`src/rtl/smoother_pkg.sv`:
```
package smoother_pkg;
  // Direction of one position move for the hysteresis line
  typedef enum logic [1:0] {
    STEP_HOLD = 2'd0,
    STEP_UP   = 2'd1,
    STEP_DOWN = 2'd2
  } step_e;

  function automatic step_e decode_step(input logic enable, input logic bit_in);
    if (!enable)     return STEP_HOLD;
    else if (bit_in) return STEP_UP;
    else             return STEP_DOWN;
  endfunction
endpackage

```
`src/rtl/smooth_half_counter.sv`:
```
module smooth_half_counter
  import smoother_pkg::*;
#(
  parameter int HALF = 2,
  localparam int CW = (HALF > 1) ? $clog2(HALF) : 1
) (
  input  logic          clk,
  input  logic          rst,
  input  step_e         step,
  input  logic          hold_top,
  input  logic          hold_bot,
  output logic [CW-1:0] cnt,
  output logic          carry,
  output logic          borrow
);
  localparam logic [CW-1:0] CNT_TOP = CW'(HALF - 1);

  logic at_top;
  logic at_bot;

  generate
    if ((HALF & (HALF - 1)) == 0) begin : g_pow2
      assign at_top = &cnt;
    end else begin : g_any
      assign at_top = (cnt == CNT_TOP);
    end
  endgenerate

  assign at_bot = (cnt == '0);
  assign carry  = (step == STEP_UP)   && at_top && !hold_top;
  assign borrow = (step == STEP_DOWN) && at_bot && !hold_bot;

  always_ff @(posedge clk) begin
    if (rst) begin
      cnt <= '0;
    end else begin
      unique case (step)
        STEP_UP: begin
          if (carry)       cnt <= '0;
          else if (!at_top) cnt <= cnt + 1'b1;
        end
        STEP_DOWN: begin
          if (borrow)      cnt <= CNT_TOP;
          else if (!at_bot) cnt <= cnt - 1'b1;
        end
        default: cnt <= cnt;
      endcase
    end
  end

  AST_CNT_RANGE: assert property (@(posedge clk) disable iff (rst)
    cnt <= CNT_TOP);
  AST_CARRY_WRAP: assert property (@(posedge clk) disable iff (rst)
    carry |=> (cnt == '0));
  AST_BORROW_WRAP: assert property (@(posedge clk) disable iff (rst)
    borrow |=> (cnt == CNT_TOP));
  AST_UP_ONE_PLACE: assert property (@(posedge clk) disable iff (rst)
    (step == STEP_UP && !at_top) |=> (cnt == $past(cnt) + 1'b1));
endmodule

```
`src/rtl/smooth_toggle_reg.sv`:
```
module smooth_toggle_reg (
  input  logic clk,
  input  logic rst,
  input  logic t,
  output logic q
);
  always_ff @(posedge clk) begin
    if (rst) q <= 1'b0;
    else     q <= q ^ t;
  end

  AST_FLIP_ONLY_ON_T: assert property (@(posedge clk) disable iff (rst)
    !t |=> $stable(q));
endmodule

```
`src/rtl/bit_smoother.sv`:
```
module bit_smoother
  import smoother_pkg::*;
#(
  parameter int STATES = 4,
  localparam int HALF = STATES / 2,
  localparam int CW = (HALF > 1) ? $clog2(HALF) : 1
) (
  input  logic clk,
  input  logic rst,
  input  logic en,
  input  logic din,
  output logic dout
);
  localparam logic [CW-1:0] CNT_TOP = CW'(HALF - 1);

  step_e         step;
  logic [CW-1:0] cnt;
  logic          carry;
  logic          borrow;
  logic          half_q;

  assign step = decode_step(en, din);

  // In the upper half the counter top is the absolute top end; in the
  // lower half the counter bottom is the absolute bottom end.
  smooth_half_counter #(.HALF(HALF)) u_cnt (
    .clk      (clk),
    .rst      (rst),
    .step     (step),
    .hold_top (half_q),
    .hold_bot (~half_q),
    .cnt      (cnt),
    .carry    (carry),
    .borrow   (borrow)
  );

  smooth_toggle_reg u_half (
    .clk (clk),
    .rst (rst),
    .t   (carry | borrow),
    .q   (half_q)
  );

  assign dout = half_q;

  AST_RESET_STATE: assert property (@(posedge clk)
    rst |=> (dout == 1'b0 && cnt == '0));
  AST_IDLE_HOLD: assert property (@(posedge clk) disable iff (rst)
    !en |=> ($stable(dout) && $stable(cnt)));
  AST_FLIP_FOLLOWS_INPUT: assert property (@(posedge clk) disable iff (rst)
    en |=> (dout == $past(dout) || dout == $past(din)));
  AST_MID_CROSS_UP: assert property (@(posedge clk) disable iff (rst)
    (en && din && !dout && cnt == CNT_TOP) |=> (dout && cnt == '0));
  AST_MID_CROSS_DOWN: assert property (@(posedge clk) disable iff (rst)
    (en && !din && dout && cnt == '0) |=> (!dout && cnt == CNT_TOP));
  AST_TOP_SATURATE: assert property (@(posedge clk) disable iff (rst)
    (en && din && dout && cnt == CNT_TOP) |=> (dout && cnt == CNT_TOP));
  AST_BOT_SATURATE: assert property (@(posedge clk) disable iff (rst)
    (en && !din && !dout && cnt == '0) |=> (!dout && cnt == '0));
endmodule

```
`config.mk`:
```
export PLATFORM = sky130hd
export DESIGN_NAME = bit_smoother
export DESIGN_NICKNAME = d
export VERILOG_FILES = /design/src/rtl/smoother_pkg.sv /design/src/rtl/smooth_half_counter.sv /design/src/rtl/smooth_toggle_reg.sv /design/src/rtl/bit_smoother.sv
export SDC_FILE = /design/constraint.sdc
export NUM_CORES = 1
export LEC_CHECK = 0
export BUFFER_PORTS_ARGS = -buffer_cell sky130_fd_sc_hd__buf_2
export CELL_PAD_IN_SITES_DETAIL_PLACEMENT = 1
export CELL_PAD_IN_SITES_GLOBAL_PLACEMENT = 1
export CORE_AREA = 2 2 39 41
export DETAILED_ROUTE_END_ITERATION = 7
export DIE_AREA = 0 0 41 43
export GPL_TIMING_DRIVEN = 0
export PLACE_DENSITY_LB_ADDON = 0.25
export SYNTH_ARGS = -nofsm -noshare
export SYNTH_HDL_FRONTEND = slang
export SYNTH_HIERARCHICAL = 1
export SYNTH_SLANG_ARGS = --single-unit
```
`constraint.sdc`:
```
create_clock -name clk -period 1.04 [get_ports clk]
set_input_delay 0 -clock clk [delete_from_list [all_inputs] [get_ports clk]]
set_output_delay 0 -clock clk [all_outputs]
set_load 0.03 [all_outputs]
```
==> impl_metrics.tcl, run 1 <==
set metrics [dict create \
    result_of_the_run "finished with violations" \
    violations "negative setup slack" \
    postSynthAreaPerCell_um2 8.34 \
    grt_pass1_wl_um 538 \
    tritoncts "built" \
    wl_cell_um 6.95 \
    total_switching_power_w 0.0000735 \
    fmaxAchievable_mhz 937 \
    drt-total-wl_um 299 \
    cts_num_sinks 2 \
    totalNegativeSetupSlack_ns -0.0277 \
    cp_max_fo 4 \
    placed_area_um2 194 \
    switching_share_of_total_power_pct 22.7 \
    end_kind "flip-flop" \
    vias_per_cell 3.37 \
    netlist.top_cell.by_area "dfxtp_1" \
    fin_ws_ns -0.0277 \
    portBuffers 4 \
    required_ns 1.16 \
    synth-seq-area-share_pct 26.7 \
    insertion_delay_ns 0.23 \
    clk_pin_slew_ns 0.03 \
    timing_worst_setup_path_type "flip-flop to flip-flop" \
    fin_crit_ns 1.07 \
    report.final.slew_viol_count 0 \
    clk_root_buffer_cell "clkbuf_4" \
    floorplan.die.width_um 41 \
    critPathBufInv 0 \
    die-height_um 43 \
    post_cts_resized 0 \
    final-instance-count-excl-fill 43 \
    rows 14 \
    reg_to_reg_critical_path_endpoint "u_half/q" \
    drcViolationCount 0 \
    netlist_top_cells_area "dfxtp_1, ha_1, inv_1, and3b_2, and2b_2" \
    relSlewSlack_pct 83.9 \
    reg2reg_depth 4 \
    core_region_area_um2 1380 \
    power.ir.vdd_worst_mv 0.502 \
    nets 34 \
    area_growth_syn_to_layout_pct 53.3 \
    cp_top_family "simple AND/OR/NAND/NOR gates" \
    cts.htree.levels 1 \
    dpl_worst_slack_ns -0.194 \
    syn_nets 24 \
    tot_pwr_w 0.000324 \
    grt_setup_unrepaired "true" \
    ys_types 12 \
    number_of_storage_elements_in_the_synthesis_netlist 2 \
    power_frac_comb_pct 14.4 \
    gp_routability_congestion 0.621 \
    area_of_the_multi_input_gates_um2 95.1 \
    global_route.overflow_total 0 \
    yosysWarnings 6 \
    worstSetupStartpoint "u_half/q" \
    setup_viol 1 \
    timing.final.crit_share_pct 103 \
    placed_cell_count 38 \
    finished_cell_area_um2 230 \
    i_o_pin_cnt 5 \
    grt_antenna_before_repair 0 \
    initial_core_util_pct 10.8 \
    worst_path_largest_cell_delay_ns 0.35 \
    fill_cells 172 \
    grt_start_max_net_pins 5 \
    syn_area_um2 150 \
    die_area_um2 1760 \
    worst_hold_path_type "input pin to flip-flop" \
    reg2reg_setup_slack_ns -0.03 \
    cap_viol_max_count 0 \
    post_route_cells_drive_above_1_share_pct 40.7 \
    tightestPinTransition_ns 0.242 \
    dr.first_iter.drc_count 1 \
    layout_common_cells "inv_1, buf_2, clkbuf_4" \
    power.leakage_nw 0.105 \
    setup.worst_path.start_class "flip-flop" \
    crit_path_top_delay_cell "dfxtp_4" \
    n_antenna_cell 0 \
    clock_path_buffers 2 \
    powerDensity_nw_per_um2 1410 \
    cts_made_buffers 3 \
    power.sequential.fraction_pct 27.1 \
    final_antenna_net_count 0 \
    route.vias.total 145 \
    synth_cells 18 \
    worstPathCellList "and3b_2, or2_1, xnor2_1, nor2_1" \
    detailedRoute.firstPassIterationCount 2 \
    rr_startpoint "u_half/q" \
    sequential_cell_area_um2 43.8 \
    critical_path_depth 4 \
    worst_setup_path_endpoint "u_half/q" \
    place.detailed.hpwl_um 244 \
    cts_post_setup_buffers_inserted 0 \
    grt_util_all_layers_pct 5.20 \
    final_worst_clock_skew_ns 0.00874 \
    cell_internal_pwr_w 0.000250 \
    finalHoldViolCount 0 \
    worstPathArrival_ns 1.19 \
    first_global_vias 161 \
    synth.top_cell.area_share_pct 26.7 \
    power_frac_clock_pct 58.5 \
]
per-stage QoR:
stage / util [%] / hold WS, ns
3_3_place_gp: 14.0 / 0.169
4_1_cts: 16.6 / 0.313
3_5_place_dp: 14.0 / 0.176
2_1_floorplan: - / 0.0627
6_report: 16.6 / 0.316
5_1_grt: 16.6 / 0.342
layout make-up:
class	count	share of cell area [%]
multi-input cells	12	41.3
inverters	4	6.52
repair buffers	5	13.0
flip-flops and latches	2	19.0
clock buffers	4	11.4
well taps	16	8.70
state kept, by name, summed over array words and instances, names as in the netlist:
signal     count
u_cnt/cnt      1
u_half/q       1
repair_timing:
| item | CTS | global route |
|---|---|---|
| hold buffers | 1 | 0 |
| cloned | 0 | 0 |
| endpoints found under the hold margin | 1 | 0 |
| endpoints found under the setup margin | 1 | 1 |
cell usage after synthesis (all sizes together):
cell and number:
or2 1, xnor2 1, nor2 2, and2 1, o31a 1, ha 2
nor3b 1, and3b 1, inv 4, a21oi 1, and2b 1, dfxtp 2
worst min path at each step:
stage | startpoint | to | slack, ns | cells past startpoint
after CTS | en | u_cnt/cnt | 0.31 | 4
after detailed placement | rst | u_half/q | 0.18 | 2
after global routing | en | u_cnt/cnt | 0.34 | 4
final | en | u_cnt/cnt | 0.32 | 4
after global placement | rst | u_half/q | 0.17 | 2
after floorplan | rst | u_half/q | 0.06 | 1
worst register-to-register path, delay by kind of cell (launching register included):
| family | cells | cell delay [ns] |
|---|---|---|
| flops | 1 | 0.35 |
| simple gates | 3 | 0.48 |
| xor+xnor | 1 | 0.14 |
cell families after synthesis:
family          count (synthesis)  synth area share [%]
compound gates                  2                  9.16
xor+xnor                        1                  5.83
fa+ha+maj                       2                  16.7
buf+inv                         4                  10.0
flops                           2                  26.7
simple gates                    7                  31.7
per-layer routing:
metal | global-route usage (%) | vias to the layer above | routed length, um
met2 | 7.19 | 0 | 198
met3 | 3.14 | 0 | 0
met4 | 8.00 | 0 | 0
met1 | 3.49 | 71 | 100
met5 | 0 | - | 0
li1 | - | 74 | -
power by group through the flow:
| stage | clock [W] | combinational [W] | sequential, W |
|---|---|---|---|
| 4_1_cts | 0.000203 | 0.0000475 | 0.0000879 |
| 3_3_place_gp | 0 | 0.0000435 | 0.0000883 |
| 6_report | 0.000190 | 0.0000466 | 0.0000878 |
| 5_1_grt | 0.000208 | 0.0000525 | 0.0000892 |
| 3_5_place_dp | 0 | 0.0000443 | 0.0000889 |
| 2_1_floorplan | 0 | 0.0000268 | 0.0000921 |
Power figures use the tool's default switching activity.
==> inputs of run 2 (changes only) <==
--- a/config.mk
+++ b/config.mk
@@ -13,6 +13,7 @@
 export DIE_AREA = 0 0 41 43
 export GPL_TIMING_DRIVEN = 0
 export PLACE_DENSITY_LB_ADDON = 0.25
+export SETUP_SLACK_MARGIN = 0.05
 export SYNTH_ARGS = -nofsm -noshare
 export SYNTH_HDL_FRONTEND = slang
 export SYNTH_HIERARCHICAL = 1
==> run 2 against run 1 <==
Against the previous run:
- the flow still finishes with violations (negative setup slack)
- critical endpoint unchanged
- non-clock buffer count rose by 1
- worst setup slack improved by 0.013 ns
- hold slack did not move
- wire length rose by 2.0%
- largest cell class unchanged
- cell area rose by 3.3%
- clock skew did not move
- clock power barely moved
==> impl_metrics.tcl, run 2 (synthesis gave the netlist of run 1 again) <==
set metrics [dict create \
    global_route.overflow_total 0 \
    post_route_cells_drive_above_1_share_pct 42.9 \
    finished_cell_area_um2 238 \
    power.sequential.fraction_pct 26.6 \
    required_ns 1.16 \
    grt_setup_unrepaired "true" \
    initial_core_util_pct 10.8 \
    gp_routability_congestion 0.621 \
    power_frac_clock_pct 58.0 \
    floorplan.die.width_um 41 \
    power.ir.vdd_worst_mv 0.503 \
    insertion_delay_ns 0.23 \
    power_frac_comb_pct 15.4 \
    placed_cell_count 38 \
    power.leakage_nw 0.110 \
    cts_made_buffers 3 \
    tightestPinTransition_ns 0.242 \
    total_switching_power_w 0.0000741 \
    result_of_the_run "finished with violations" \
    place.detailed.hpwl_um 244 \
    reg_to_reg_critical_path_endpoint "u_half/q" \
    drcViolationCount 0 \
    portBuffers 4 \
    worstSetupStartpoint "u_half/q" \
    global_route.peak_usage_layer "met4" \
    die_area_um2 1760 \
    cts.htree.levels 1 \
    grt_antenna_before_repair 0 \
    layout_top_registers "u_cnt/cnt: 1 flops, u_half/q: 1 flops" \
    switching_share_of_total_power_pct 22.7 \
    timing.final.crit_share_pct 101 \
    gr-usage-met1_pct 3.49 \
    rr_startpoint "u_half/q" \
    report.final.slew_viol_count 0 \
    setup_viol 1 \
    nets 35 \
    first_global_vias 161 \
    i_o_pin_cnt 5 \
    relSlewSlack_pct 83.9 \
    dr.first_iter.drc_count 1 \
    tritoncts "built" \
    reg2reg_setup_slack_ns -0.01 \
    cp_max_fo 3 \
    hold_ws_ns 0.316 \
    violations "negative setup slack" \
    fin_crit_ns 1.05 \
    end_kind "flip-flop" \
    reg2reg_depth 4 \
    layout_common_cells "inv_1, buf_2, clkbuf_4" \
    drt-total-wl_um 305 \
    die-height_um 43 \
    grt_pass1_wl_um 538 \
    fin_ws_ns -0.0144 \
    n_antenna_cell 0 \
    globalRouteMet3Util_pct 3.14 \
    cts_num_sinks 2 \
    core_region_area_um2 1380 \
    totalNegativeSetupSlack_ns -0.0144 \
    placed_area_um2 194 \
    clk_root_buffer_cell "clkbuf_4" \
    finalHoldViolCount 0 \
    detailedRoute.firstPassIterationCount 2 \
    dpl_worst_slack_ns -0.194 \
    vias_per_cell 3.36 \
    worstPathArrival_ns 1.17 \
    cap_viol_max_count 0 \
    final_antenna_net_count 0 \
    worst_setup_path_endpoint "u_half/q" \
    gr-usage-met2_pct 7.19 \
    final_worst_clock_skew_ns 0.00874 \
    worst_hold_path_type "input pin to flip-flop" \
    final-instance-count-excl-fill 44 \
    clk_pin_slew_ns 0.03 \
    grt_util_all_layers_pct 5.20 \
    route.vias.total 148 \
    wl_cell_um 6.93 \
    rows 14 \
    setup.worst_path.start_class "flip-flop" \
    cell_internal_pwr_w 0.000253 \
    area_growth_syn_to_layout_pct 58.3 \
    clock_path_buffers 2 \
    grt_start_max_net_pins 5 \
    fmaxAchievable_mhz 948 \
    timing_worst_setup_path_type "flip-flop to flip-flop" \
    powerDensity_nw_per_um2 1370 \
]
[run 2: cell type report]
cell class	instances	area, um^2
flip-flops and latches	2	43.8
fillers	172	1150
inverters	4	15.0
repair buffers	6	37.5
multi-input cells	12	95.1
well taps	16	20.0
clock buffers	4	26.3
[run 2: power by group through the flow]
stage | combinational, W | clock (W) | sequential (W)
finish | 0.0000502 | 0.000190 | 0.0000871
global route | 0.0000563 | 0.000208 | 0.0000884
CTS | 0.0000475 | 0.000203 | 0.0000879
detailed placement | 0.0000443 | 0 | 0.0000889
global placement | 0.0000435 | 0 | 0.0000883
floorplan | 0.0000268 | 0 | 0.0000921
[run 2: timing repair]
action / CTS / global route
buffers inserted: 0 / 1
endpoints found under the hold margin: 1 / 0
endpoints found under the setup margin: 1 / 2
resized for setup: 0 / 0
gates cloned: 0 / 0
hold buffers: 1 / 0
[run 2: how the worst min path moves through the flow]
stage	slack, ns	start	end	cells after the start
global route	0.34	en	u_cnt/cnt	4
floorplan	0.06	rst	u_half/q	1
CTS	0.31	en	u_cnt/cnt	4
finish	0.32	en	u_cnt/cnt	4
global placement	0.17	rst	u_half/q	2
detailed placement	0.18	rst	u_half/q	2
[run 2: critical path, cell delays in order (launching register included)]
cell and delay [ns]:
dfxtp_4 0.34, and3b_2 0.20, or2_1 0.21, xnor2_1 0.14, nor2_1 0.05
[run 2: layer usage]
layer	wire [um]	up-vias
met5	0	-
met4	0	0
met3	0	0
met2	201	0
met1	103	72
li1	-	76
[run 2: through the flow]
stage | power (W) | utilization (%)
3_3_place_gp | 0.000132 | 14.0
3_5_place_dp | 0.000133 | 14.0
4_1_cts | 0.000339 | 16.6
6_report | 0.000327 | 17.2
2_1_floorplan | 0.000119 | -
5_1_grt | 0.000353 | 17.2
